===== src/rtl/wg_pkg.sv =====
package wg_pkg;
  typedef enum logic [1:0] {
    WG_NFRQ = 2'd0,
    WG_MFRQ = 2'd1,
    WG_NPWM = 2'd2,
    WG_MPWM = 2'd3
  } wg_mode_e;
endpackage


===== src/rtl/wg_top_sel.sv =====
module wg_top_sel #(
  parameter int CNT_W = 16,
  parameter int PER_W = 8
) (
  input  wg_pkg::wg_mode_e  mode,
  input  logic              narrow,
  input  logic [PER_W-1:0]  per_val,
  input  logic [CNT_W-1:0]  cc_ref,
  output logic [CNT_W-1:0]  top
);
  localparam int PAD_W = CNT_W - PER_W;

  always_comb begin
    if (mode == wg_pkg::WG_MFRQ || mode == wg_pkg::WG_MPWM)
      top = cc_ref;
    else if (narrow)
      top = {{PAD_W{1'b0}}, per_val};
    else
      top = {CNT_W{1'b1}};
  end
endmodule


===== src/rtl/wg_channel.sv =====
module wg_channel #(
  parameter int CNT_W  = 16,
  parameter bit IS_REF = 1'b0
) (
  input  logic             clk,
  input  logic             rst,
  input  logic             tick,
  input  wg_pkg::wg_mode_e mode,
  input  logic [CNT_W-1:0] cnt,
  input  logic [CNT_W-1:0] top,
  input  logic             cc_we,
  input  logic [CNT_W-1:0] cc_wd,
  input  logic             clr,
  input  logic             evo_en,
  output logic [CNT_W-1:0] cc_q,
  output logic             wave_q,
  output logic             flag_q,
  output logic             evt_q
);
  logic hit;
  logic at_top;
  logic use_pwm;
  logic wave_nx;

  assign hit    = tick && (cnt == cc_q);
  assign at_top = tick && (cnt == top);

  always_comb begin
    unique case (mode)
      wg_pkg::WG_NPWM: use_pwm = 1'b1;
      wg_pkg::WG_MPWM: use_pwm = !IS_REF;
      default:         use_pwm = 1'b0;
    endcase
  end

  always_comb begin
    wave_nx = wave_q;
    if (use_pwm) begin
      if (hit)         wave_nx = 1'b0;
      else if (at_top) wave_nx = 1'b1;
    end else if (hit) begin
      wave_nx = !wave_q;
    end
  end

  always_ff @(posedge clk) begin
    if (rst) begin
      cc_q   <= '0;
      wave_q <= 1'b0;
      flag_q <= 1'b0;
      evt_q  <= 1'b0;
    end else begin
      if (cc_we) cc_q <= cc_wd;
      wave_q <= wave_nx;
      flag_q <= (flag_q && !clr) || hit;
      evt_q  <= hit && evo_en;
    end
  end
endmodule


===== src/rtl/cmp_wavegen.sv =====
module cmp_wavegen #(
  parameter int CNT_W = 16,
  parameter int PER_W = 8,
  parameter int NCH   = 2
) (
  input  logic             clk,
  input  logic             rst,
  input  logic             tick,
  input  logic [CNT_W-1:0] cnt,
  input  logic [PER_W-1:0] per_val,
  input  logic             narrow_mode,
  input  logic [1:0]       wave_mode,
  input  logic [NCH-1:0]   cc_wr_en,
  input  logic [CNT_W-1:0] cc_wr_data,
  input  logic [NCH-1:0]   inv_en,
  input  logic [NCH-1:0]   int_en,
  input  logic [NCH-1:0]   evo_en,
  input  logic [NCH-1:0]   flag_clr,
  output logic [CNT_W-1:0] top_out,
  output logic [NCH-1:0]   wo,
  output logic [NCH-1:0]   flag,
  output logic [NCH-1:0]   irq,
  output logic [NCH-1:0]   evt
);
  wg_pkg::wg_mode_e mode;
  logic [CNT_W-1:0] cc_arr [NCH];
  logic [NCH-1:0]   wave_raw;

  assign mode = wg_pkg::wg_mode_e'(wave_mode);

  wg_top_sel #(.CNT_W(CNT_W), .PER_W(PER_W)) top_i (
    .mode(mode), .narrow(narrow_mode), .per_val(per_val),
    .cc_ref(cc_arr[0]), .top(top_out)
  );

  for (genvar g = 0; g < NCH; g++) begin : g_ch
    wg_channel #(.CNT_W(CNT_W), .IS_REF(g == 0)) ch_i (
      .clk(clk), .rst(rst), .tick(tick), .mode(mode), .cnt(cnt),
      .top(top_out), .cc_we(cc_wr_en[g]), .cc_wd(cc_wr_data),
      .clr(flag_clr[g]), .evo_en(evo_en[g]), .cc_q(cc_arr[g]),
      .wave_q(wave_raw[g]), .flag_q(flag[g]), .evt_q(evt[g])
    );
  end

  assign wo  = wave_raw ^ inv_en;
  assign irq = flag & int_en;
endmodule


===== config.mk =====
export PLATFORM = sky130hd
export DESIGN_NAME = cmp_wavegen
export DESIGN_NICKNAME = d
export VERILOG_FILES = /design/src/rtl/wg_pkg.sv /design/src/rtl/wg_top_sel.sv /design/src/rtl/wg_channel.sv /design/src/rtl/cmp_wavegen.sv
export SDC_FILE = /design/constraint.sdc
export NUM_CORES = 1
export LEC_CHECK = 0
export CAP_MARGIN = 10
export CORE_ASPECT_RATIO = 1.2
export CORE_MARGIN = 5
export CORE_UTILIZATION = 34
export CTS_CLUSTER_DIAMETER = 50
export CTS_CLUSTER_SIZE = 20
export DETAILED_ROUTE_END_ITERATION = 6
export GPL_ROUTABILITY_DRIVEN = 0
export HOLD_SLACK_MARGIN = 0.15
export PLACE_DENSITY = 0.71
export SYNTH_ARGS = -nofsm -noshare
export SYNTH_HDL_FRONTEND = slang
export SYNTH_SLANG_ARGS = --single-unit
export TNS_END_PERCENT = 1

===== constraint.sdc =====
create_clock -name clk -period 2.6 [get_ports clk]
set_input_delay 0.39 -clock clk [delete_from_list [all_inputs] [get_ports clk]]
set_output_delay 0.39 -clock clk [all_outputs]
set_load 0.02 [all_outputs]

# Yosys cells after proc, flatten, opt, wreduce, memory -nomap -nowiden
# Cells that the tools add are included.
[totals] ff_bits=38 in_bits=56 output_inout_bits=24 elab_cells=48
[op_classes] eq_ne=6 muxes=11 n_bitwise=2 reduce_logical=21
[op_table] cell="16-bit equality test" count=3
[op_table] cell="16-bit two-way mux" count=2
[op_table] cell="1-bit two-way mux" count=9
[op_table] cell="2-bit nonzero test" count=4
[op_table] cell="1-bit logical AND" count=7
[op_table] cell="2-bit equality test (second input constant)" count=2
[op_table] cell="1-bit zero test" count=4
[op_table] cell="2-bit AND reduction" count=2
[op_table] cell="1-bit logical OR" count=3
[op_table] cell="2-bit bitwise AND" count=1
[op_table] cell="2-bit by 1-bit equality test with 1-bit output (second input constant)" count=1
[op_table] cell="2-bit OR reduction" count=1
[op_table] cell="2-bit XOR" count=1

# Longest topological paths before layout
# Gate-level depths: netlist of the first run.
[logic_depth] word_depth=8 depth_mapped=7 mapped_depth_nobuf=6

# By module
# From an unflattened synthesis of the first run, not the netlist that was laid out.
[unflattened] cells_unflattened=262 hier_area_um2=2506.2
[modules_own_cells] mod="wg_channel (g_ch[0].ch_i)" n_inst=1 cells_each=115 area_each_um2=1114.8 seq_area_each_um2=380.4
[modules_own_cells] mod="wg_channel (g_ch[1].ch_i)" n_inst=1 cells_each=114 area_each_um2=1101.1 seq_area_each_um2=380.4
[modules_own_cells] mod="wg_top_sel" n_inst=1 cells_each=29 area_each_um2=260.2 seq_area_each_um2=0.0
[modules_own_cells] mod="cmp_wavegen" n_inst=1 cells_each=4 area_each_um2=30.0 seq_area_each_um2=0.0

# Worst setup path before layout of the first run
# OpenSTA, ideal clock, no wires.
[synth_timing] path_kind="input port to flip-flop" start="input wave_mode[0]" end="register g_ch[0].ch_i.wave_q" setup_ps=71 t_arrival_ps=1852 required_ps=2529 setup_slack_ps=677 stages=7 n_path_buf=2 path_cell_list="buf_4 -> buf_6 -> a21oi_1 -> xnor2_1 -> o2111ai_1 -> nor4_2 -> o2bb2ai_1"
[synth_via] elab_chain_cells=7 word_cells_on_any_way=12 cone_classes="4 x eq/ne; 3 x mux; 5 x reduce/logical"
[synth_lines] element="from (decl)" line_no="cmp_wavegen.sv:12" text="input logic [1:0] wave_mode,"
[synth_lines] element="2-bit by 1-bit equality test with 1-bit output / 2-bit equality test (equally long branches)" line_no="wg_top_sel.sv:14" text="if (mode == wg_pkg::WG_MFRQ || mode == wg_pkg::WG_MPWM)"
[synth_lines] element="1-bit logical OR *" line_no="wg_top_sel.sv:14"
[synth_lines] element="16-bit two-way mux *" line_no="wg_top_sel.sv:14"
[synth_lines] element="via top_out[0]" line_no="cmp_wavegen.sv:19" text="output logic [CNT_W-1:0] top_out,"
[synth_lines] element="16-bit equality test *" line_no="wg_channel.sv:26" text="assign at_top = tick && (cnt == top);"
[synth_lines] element="1-bit logical AND *" line_no="wg_channel.sv:26"
[synth_lines] element="2-bit nonzero test (no line) *"
[synth_lines] element="2-bit AND reduction (no line) *"
[synth_lines] element="to (signal assigned)" line_no="wg_channel.sv:54" text="wave_q <= wave_nx;"
[synth_lines] element="to (decl)" line_no="wg_channel.sv:16" text="output logic wave_q,"
# Mark *: on every way through the listed nets, which the timed path passes. The rest lies on a longest branch.
# A chain may end at the register's enable or synchronous reset.

# Final worst setup path of the first run
[layout_timing] start="input wave_mode[0]" end="output top_out[0]"
[layout_via] elab_chain_cells=3 word_cells_on_any_way=4 cone_classes="2 x eq/ne; 1 x mux; 1 x reduce/logical"
[layout_lines] element="2-bit by 1-bit equality test with 1-bit output / 2-bit equality test (equally long branches)" line_no="wg_top_sel.sv:14"
[layout_lines] element="1-bit logical OR *" line_no="wg_top_sel.sv:14"
[layout_lines] element="16-bit two-way mux *" line_no="wg_top_sel.sv:14"
[layout_lines] element="to (decl)" line_no="cmp_wavegen.sv:19"
# Every way passes the cells marked *; elsewhere a longest branch is shown, timed or not.

==> metrics.txt, run 1 <==
result of the run finished, final reports clean; leading cell types by count after synthesis 38 x sky130_fd_sc_hd__dfxtp_1, 36 x sky130_fd_sc_hd__nor2_1, 35 x sky130_fd_sc_hd__mux2i_1; kind of path behind the tightest hold check reg -> reg; global-route usage over all layers 0.1508; Floorplan Core Area 6366 µm²; most frequent cell after synthesis sky130_fd_sc_hd__dfxtp_1; transition at the pin with the smallest max-transition slack 0.4743 ns; leakage 1.232 nW; number of remaining DRC errors 0; classification of the worst setup path in -> out; largest fanout of any net on the critical path 28; aggregate negative setup slack 0 ns; post-detailed-route count of antenna-violating nets 0; number of violations of the max-capacitance limit 0; final setup margin approximately 0.074 ns; worst slew margin relative to its limit 0.6824; diode insertion count for antenna repair 0; part of the cycle the worst path needs 0.9716; Post-Place Worst Slack -0.04796 ns; Die X-Extent 83.41 µm; cell taking the most area after synthesis sky130_fd_sc_hd__dfxtp_1; number of synthesized flops with an enable pin 0; Post-layout nets roughly 380; worst IR drop on VDD roughly 0.23 mV; clk sink count 38; final instance area 3153 µm²; num ports 80; Achievable Freq slightly below 400 MHz; power spent charging and discharging nets 0.0003989 W; RSZ-0062 raised after global routing false; CTS Root Buffer Type sky130_fd_sc_hd__clkbuf_8; Initial Util 0.3453; WP data arrival 2.14 ns; largest net degree at the start of global routing 39; number of cell rows 32; setup slack of the worst register-to-register path 0.78 ns; mean instance size in the synthesized netlist 8.864 µm²; post-synthesis sequential area ratio 0.3460; switching power as a share of total power 0.2822; clk buf depth 2; Period minus WS final 2.526 ns; clock share of power 0.271; overall die height between 90 and 100 µm; fraction of synthesized cell area taken by the top area cell type 0.3460; synthesis-to-layout area growth 43.43%; routed wirelength normalized by instance count 14.76 µm; clock latency on the worst-skew pair 0.28 ns; most frequently used flop master after synthesis sky130_fd_sc_hd__dfxtp_1; DRC violation total after the first TritonRoute iteration 74; Total Routed Length 6068 µm; final hold violation count 0; cell internal pwr 0.001015 W; number of nets produced by synthesis 304; P per Cell Area around 450 nW/µm²; element type at the critical path start input pin; portion of total power attributed to combinational logic 0.280; Remaining Overflow, GRT 0; CP endpoint kind primary output; detail-routed via count per cell 4.737; synthesized cell area roughly 2200 µm²; global-route wire length before repair 9867 µm; total vias in the final route ~1900; Post-Synthesis Cells 248; number of max-slew violations in the final report 0; number of register bits inferred by synthesis 38; fraction of registers with async set/reset 0; worst clock skew 0.005358 ns; # port buffers 79; cell area reported after detailed placement 3064 µm²; number of distinct library cells after synthesis 31; Worst-path clk slew 0.07 ns; H-Tree Depth 2; detailed-router iteration count before antenna repair 4; total of warnings raised by yosys 0; cell types with the largest area share after synthesis sky130_fd_sc_hd__dfxtp_1 35%, sky130_fd_sc_hd__mux2i_1 16%, sky130_fd_sc_hd__xnor2_1 12%; CTS tree done; Fin Hold WS 0.4813 ns; count of filler cells inserted in the layout 612; part of the power in registers 0.448; worst path required time 2.21 ns; endpoints failing setup 0; total clock buffers created by CTS 5; antenna violations before repair 0; share of post-route cells with drive strength above 1 0.06135; die area 8181 µm²; via count of the first global-routing pass about 2000; Final HPWL DP 4782 µm
## cells by family after synthesis
group           count (synthesis)  share of synthesized area
xor+xnor                       41                     0.1633
simple gates                   68                     0.1611
buf+inv                        35                    0.07797
flops                          38                     0.3460
mux                            35                     0.1594
compound gates                 31                    0.09221
## repair_timing
action	4_1_cts	5_1_grt
gates resized for setup	1	0
hold buffers	0	0
setup buffers	0	0
endpoints found under the hold margin	0	0
setup endpoints to repair	4	0
## cell type report
| class | instances | area, µm² | share of cell area |
|---|---|---|---|
| clock buffer | 6 | 72.57 | 0.02302 |
| inverter | 18 | 67.56 | 0.02143 |
| multi-input combinational | 175 | 1269 | 0.4024 |
| sequential | 38 | 760.7 | 0.2413 |
| tap | 85 | 106.4 | 0.03373 |
| clock inverter | 2 | 13.76 | 0.004365 |
| timing repair buffer | 87 | 863.3 | 0.2738 |
## metal layers
| metal | vias up | wire, µm | track usage |
|---|---|---|---|
| met5 | - | 0 | 0 |
| met4 | 0 | 161 | 0.05912 |
| met3 | 12 | 293 | 0.03122 |
| met2 | 60 | 2985 | 0.2556 |
| met1 | 892 | 2628 | 0.1870 |
| li1 | 983 | - | - |
## critical path, cell delays in order
cell and delay [ns]:
sky130_fd_sc_hd__clkdlybuf4s50_1 0.54, sky130_fd_sc_hd__buf_12 0.20, sky130_fd_sc_hd__nor3b_1 0.07, sky130_fd_sc_hd__a21oi_1 0.26, sky130_fd_sc_hd__clkdlybuf4s50_1 0.67
## layout by cell type (no fill, tap or decap)
master,instances
sky130_fd_sc_hd__clkdlybuf4s50_1,79
sky130_fd_sc_hd__dfxtp_1,38
sky130_fd_sc_hd__nor2_1,36
sky130_fd_sc_hd__mux2i_1,35
sky130_fd_sc_hd__xnor2_1,29
sky130_fd_sc_hd__a21oi_1,19
sky130_fd_sc_hd__inv_1,18
sky130_fd_sc_hd__xor2_1,12
sky130_fd_sc_hd__nor3b_1,10
sky130_fd_sc_hd__buf_4,7
sky130_fd_sc_hd__nand4_1,5
sky130_fd_sc_hd__clkbuf_8,5
sky130_fd_sc_hd__nor4_1,4
sky130_fd_sc_hd__and2_1,3
sky130_fd_sc_hd__nand3_1,3
sky130_fd_sc_hd__nand2b_1,2
sky130_fd_sc_hd__o211ai_1,2
sky130_fd_sc_hd__nor4_2,2
sky130_fd_sc_hd__o2bb2ai_1,2
sky130_fd_sc_hd__nor2b_2,1
sky130_fd_sc_hd__a21oi_2,1
sky130_fd_sc_hd__nor2b_1,1
sky130_fd_sc_hd__a221o_1,1
sky130_fd_sc_hd__o21a_1,1
sky130_fd_sc_hd__o221ai_1,1
sky130_fd_sc_hd__a221oi_1,1
sky130_fd_sc_hd__o2111ai_1,1
sky130_fd_sc_hd__a211oi_1,1
sky130_fd_sc_hd__nand2_1,1
sky130_fd_sc_hd__a2111oi_2,1
sky130_fd_sc_hd__clkbuf_1,1
sky130_fd_sc_hd__clkinv_4,1
sky130_fd_sc_hd__clkinv_2,1
sky130_fd_sc_hd__buf_12,1
## flip-flops by register name, indices dropped and copies added (netlist names)
name	cells
g_ch.ch_i.cc_q	32
g_ch.ch_i.flag_q	2
g_ch.ch_i.wave_q	2
g_ch.ch_i.evt_q	2
## per-stage QoR
stage / instances / power [W] / utilization
floorplan: 248 / 0.0008487 / -
CTS: 411 / 0.001429 / 0.4953
finish: 411 / 0.001414 / 0.4953
detailed placement: 403 / 0.001044 / 0.4813
global route: 411 / 0.001500 / 0.4953
global placement: 403 / 0.001039 / 0.4813
## power groups by stage
stage          Sequential (W)  Combinational (W)  Clock [W]
6_report             0.000634           0.000396   0.000384
4_1_cts              0.000634           0.000399   0.000396
5_1_grt              0.000637           0.000430   0.000432
3_3_place_gp         0.000646           0.000393          0
2_1_floorplan        0.000642           0.000207          0
3_5_place_dp         0.000647           0.000397          0
## path summary, 6_finish.rpt
| kind | startpoint | to | cells after the start |
|---|---|---|---|
| hold reg to reg | g_ch[1].ch_i.flag_q | g_ch[1].ch_i.flag_q | 2 |
| setup reg to reg | g_ch[0].ch_i.cc_q[15] | g_ch[0].ch_i.wave_q | 6 |
| setup / recovery | wave_mode[0] | top_out[0] | 5 |
| hold / removal | g_ch[1].ch_i.flag_q | g_ch[1].ch_i.flag_q | 2 |
Note: power is estimated with default switching activity, not from simulation.
==> run 2: changes to the inputs <==
- ABC_CLOCK_PERIOD_IN_PS: unset -> 2600
==> results of run 2 <==
Same layout as run 1: the final DEF is identical, and so are final timing and power.
